$ cat config.mk
export PLATFORM = sky130hd
export DESIGN_NAME = ecc_err_capture
export DESIGN_NICKNAME = d
export VERILOG_FILES = /design/src/rtl/ecc_err_capture.sv
export SDC_FILE = /design/constraint.sdc
export NUM_CORES = 1
export LEC_CHECK = 0
export ABC_CLOCK_PERIOD_IN_PS = 2100
export BUFFER_PORTS_ARGS = -buffer_cell sky130_fd_sc_hd__buf_2
export CORE_ASPECT_RATIO = 1.4
export CORE_UTILIZATION = 25
export DETAILED_ROUTE_END_ITERATION = 6
export GPL_TIMING_DRIVEN = 0
export PLACE_DENSITY = 0.63
export SLEW_MARGIN = 40
export SYNTH_ARGS = -nofsm -noshare
export SYNTH_HDL_FRONTEND = slang
export SYNTH_SLANG_ARGS = --single-unit
$ cat constraint.sdc
create_clock -name clk -period 2.1 [get_ports clk]
set_input_delay 0.105 -clock clk [delete_from_list [all_inputs] [get_ports clk]]
set_output_delay 0.105 -clock clk [all_outputs]
set_load 0.02 [all_outputs]
$ cat src/rtl/ecc_err_capture.sv
module ecc_err_capture #(
  parameter  int ADDR_W = 32,
  parameter  int SYN_W  = 8,
  parameter  int GRAIN  = 13,
  localparam int KEEP_W = ADDR_W - GRAIN,
  localparam int REG_W  = KEEP_W + SYN_W + 5
) (
  input  logic              clk,
  input  logic              rst,
  input  logic              sbe_pulse,
  input  logic              mbe_pulse,
  input  logic [SYN_W-1:0]  err_syn,
  input  logic [ADDR_W-1:0] err_addr,
  input  logic              reg_wr,
  input  logic [REG_W-1:0]  reg_wdata,
  output logic [REG_W-1:0]  reg_rdata,
  output logic              scrub_req_o,
  output logic              bus_err_o,
  output logic              nmi_o
);

  localparam int SCRUB_B = REG_W - 1;
  localparam int BERR_B  = 3;
  localparam int NMI_B   = 2;

  logic              scrub_dis_q, berr_en_q, nmi_en_q;
  logic              sbe_q, mbe_q;
  logic [KEEP_W-1:0] addr_q;
  logic [SYN_W-1:0]  syn_q;

  wire locked  = sbe_q | mbe_q;
  wire clr_req = reg_wr & reg_wdata[1] & reg_wdata[0];
  wire any_err = sbe_pulse | mbe_pulse;

  always_ff @(posedge clk) begin
    if (rst) begin
      scrub_dis_q <= 1'b0;
      berr_en_q   <= 1'b0;
      nmi_en_q    <= 1'b0;
      sbe_q       <= 1'b0;
      mbe_q       <= 1'b0;
      addr_q      <= '0;
      syn_q       <= '0;
    end else begin
      if (reg_wr) begin
        scrub_dis_q <= reg_wdata[SCRUB_B];
        berr_en_q   <= reg_wdata[BERR_B];
        nmi_en_q    <= reg_wdata[NMI_B];
      end
      if (locked) begin
        if (clr_req) begin
          sbe_q <= 1'b0;
          mbe_q <= 1'b0;
        end
      end else if (any_err) begin
        mbe_q  <= mbe_pulse;
        sbe_q  <= ~mbe_pulse;
        addr_q <= err_addr[ADDR_W-1:GRAIN];
        syn_q  <= err_syn;
      end
    end
  end

  assign reg_rdata   = {scrub_dis_q, addr_q, syn_q, berr_en_q, nmi_en_q, mbe_q, sbe_q};
  assign scrub_req_o = sbe_pulse & ~scrub_dis_q;
  assign bus_err_o   = mbe_q & berr_en_q;
  assign nmi_o       = sbe_q & nmi_en_q;

  AST_FLAGS_EXCLUSIVE: assert property (@(posedge clk) disable iff (rst)
    !(reg_rdata[0] && reg_rdata[1]));

  AST_MBE_CAPTURE: assert property (@(posedge clk) disable iff (rst)
    (!reg_rdata[0] && !reg_rdata[1] && mbe_pulse) |=> (reg_rdata[1] && !reg_rdata[0]));

  AST_FLAG_STICKY: assert property (@(posedge clk) disable iff (rst)
    ((reg_rdata[0] || reg_rdata[1]) && !(reg_wr && reg_wdata[1:0] == 2'b11))
      |=> $stable(reg_rdata[1:0]));

  AST_FIELDS_FROZEN: assert property (@(posedge clk) disable iff (rst)
    (reg_rdata[0] || reg_rdata[1]) |=> $stable(reg_rdata[REG_W-2:4]));

  AST_FULL_CLEAR: assert property (@(posedge clk) disable iff (rst)
    ((reg_rdata[0] || reg_rdata[1]) && reg_wr && reg_wdata[1:0] == 2'b11)
      |=> (reg_rdata[1:0] == 2'b00));

  AST_NO_SPURIOUS_SCRUB: assert property (@(posedge clk) disable iff (rst)
    scrub_req_o |-> (sbe_pulse && !reg_rdata[REG_W-1]));

endmodule

==> impl_results.md <==
* Worst-margin pin slew at around 0.22 ns
* CTS root buf: clkbuf_8
* Num CTS Buffers at 5
* Crit-path cells: nor2_2, o21a_2, buf_12, buf_12, mux2i_1
* Setup_tns at 0 ns
* Clk buf depth at 2
* Top_reg_cell synth: dfxtp_1
* Post-route minimum period at between 1 and 1.5 ns
* CP most frequent cell: buf_12
* Logic gate share of total power at about a quarter
* Met2 usage at roughly a fifth
* Initial Util at between 20% and 30%
* Hold Path Class: input pin to flop
* Reg power frac at between 40% and 50%
* Routed Wire Length at roughly 3200 um
* Post-synth EDFFs at 0
* Core area at ~5200 um2
* Die Wd at roughly 64 um
* P_sw at about 460 uW
* Reg clk slew, reported paths at approximately 0.070 ns
* Crit path launch type: flop
* Synth warn at 0
* Int Pwr at 1.12 mW
* CTS tree: done
* Grt ovf at 0
* Largest stage delay, worst path at 0.34 ns
* Fraction of registers with async set/reset at 0%
* RSZ-0062 raised after global routing: false
* Syn_area_per_cell at ~9.4 um2
* Footprint of the multi-input gates at a little under 600 um2
* Fin Hold WS at around 0.063 ns
* Max cap viols at 0
* Antenna diode count at 0
* # IOs at about 110
* First-pass GRT wire length at 5070 um
* Post-synth top area share at a little under half
* Initial antenna violation count at 0
* Vias in the first global route at 1129
* Syn Nets at 220
* CP Data Arrival Time at approximately 1.4 ns
* Sw Share at between 20% and 30%
* Iter 0 DRT Violations at 43
* Clk sinks at 32
* Static Leak at a little under 1 nW
* Unique masters post-synth at 17
* Area of the die at around 5700 um2
* CP Max Fanout at 10
* P&R area growth vs syn at 39.1%
* Worst-Skew Late Latency at 0.27 ns
* Clk pwr share at between 30% and 40%
* Post-DRT Antenna Nets at 0
* Total track usage at 11.8%
* GRT Max-Usage Layer: met2
* Layout cells sized above 1 at 42.3%
* Slew headroom at 85.2%
* H-tree level count at 2
* Post-synthesis instance area at ~1300 um2
* Register area share after synthesis at 47.5%
* Routed vias/inst at 4.11
* Clock skew at around 0.0023 ns
* # rows at 31
* Placed cells at 280
* Critical path type: flop to flop
* Post-route insts no fill at 288
* Yosys reg bits at 32
* Met1 Track Usage GR at between 10 and 15%
* Final Max Tran Viols at 0
* Half-perimeter wire length after placement at about 2300 um
* Worst vdd ir at around 280 uV
* Filler cell count at approximately 550
* DRC Markers at 0
* Crit end category: flop
* First-pass iteration count of the detailed router at 3
* Synth area leaders: dfxtp_1 (47%), mux2i_1 (22%), nand2_1 (15%), buf_12 (4.5%), buf_4 (2.8%)
* Status: complete, no violations
* Fmax at about 0.8 GHz
* # nets final at roughly 300
* Critical Path Slowest Stage Cell: dfxtp_1
* Final Hold Vio Count at 0
* Synth top cells by count: nand2_1 (55), dfxtp_1 (32), mux2i_1 (30)
* Cts repair resizes at 0
* Final Cell Area at around 1900 um2
* Via count at around 1200
* Most common cell in the netlist: nand2_1
* # port buffers at between 70 and 80
* Met3 usage in global routing at 4.08%
* Chip height at a little under 90 um
* Hold buffers post-CTS at 0
* Sequential cell area at around 640 um2
* Final Cycle Share at between 50% and 60%
* Largest net degree at the start of global routing at 11
* Setup-failing EPs final at 0
* WL/cell at around 11 um
* RePlAce Congestion at 0.705
* Pwr Density at approximately 840 nW/um2
* Cell taking the most area after synthesis: dfxtp_1
* Post-Synthesis Cells at between 100 and 150
* Postcts setup bufs at 0
* DP Area at 1790 um2
* Req. time, crit path at around 2.3 ns
==> placed cells by master, fill, tap and decap left out, drive strengths merged <==
cell | Yosys | final
o21a | 1 | 1
mux2i | 30 | 30
nand3b | 1 | 1
clkbuf | 0 | 8
nand2 | 55 | 55
nor2b | 1 | 1
nor2 | 4 | 4
a31oi | 1 | 1
dfxtp | 32 | 32
a32o | 1 | 1
buf | 13 | 84
o21ai | 1 | 1
and2 | 2 | 2
inv | 1 | 1
==> final timing paths <==
kind / startpoint / endpoint / slack [ns] / depth (start not counted)
setup / recovery: mbe_q / addr_q[15] / 0.87 / 5
hold / removal: reg_wdata[2] / nmi_en_q / 0.06 / 3
setup reg to reg: mbe_q / addr_q[15] / 0.87 / 5
hold reg to reg: addr_q[0] / addr_q[0] / 0.45 / 2
==> power groups by stage <==
stage	registers (mW)	logic (mW)	clock network, mW
floorplan	0.784	0.207	0
global placement	0.715	0.403	0
detailed placement	0.718	0.407	0
CTS	0.704	0.407	0.509
global route	0.711	0.434	0.530
finish	0.704	0.400	0.481
==> layout make-up <==
| cell class | count | area share (%) |
|---|---|---|
| well taps | 66 | 4.40 |
| repair buffers | 71 | 18.9 |
| plain buffers | 13 | 6.53 |
| flip-flops and latches | 32 | 34.1 |
| clock buffers | 8 | 4.80 |
| multi-input cells | 97 | 31.0 |
| inverters | 1 | 0.200 |
==> cells by family (layout without fill, tap and decap cells) <==
family | count (synthesis) | after routing | synth area share [%]
and+or+nand+nor | 63 | 63 | 18.6
AOI/OAI and AO/OA | 4 | 4 | 2.23
muxes | 30 | 30 | 22.3
DFF | 32 | 32 | 47.5
buffers and inverters | 14 | 93 | 9.37
==> layer usage <==
layer  routed length, um  share of wire, %  vias up
met5                   0                 0        -
met4                  48               1.5        0
met3                 223               7.1        6
met2                1530                49       50
met1                1350                43      515
li1                    -                 -      614
==> state kept, by name, summed over array words and instances, names as in the netlist <==
name and cells:
scrub_dis_q 1, syn_q 8, mbe_q 1, sbe_q 1, addr_q 19, nmi_en_q 1, berr_en_q 1
==> per-stage QoR <==
step / util, % / worst slack [ns] / power (mW)
2_1_floorplan: - / 1.01 / 0.991
3_3_place_gp: 34.4 / 0.909 / 1.12
3_5_place_dp: 34.4 / 0.876 / 1.12
4_1_cts: 36.1 / 0.858 / 1.62
5_1_grt: 36.1 / 0.753 / 1.68
6_report: 36.1 / 0.874 / 1.59
==> worst max-delay path, delay by kind of cell, from the launching register on <==
family,cells,cell delay (ns)
flops,1,0.34
buf+inv,2,0.29
mux,1,0.19
compound gates,1,0.17
simple gates,1,0.16
Power figures use the tool's default switching activity.
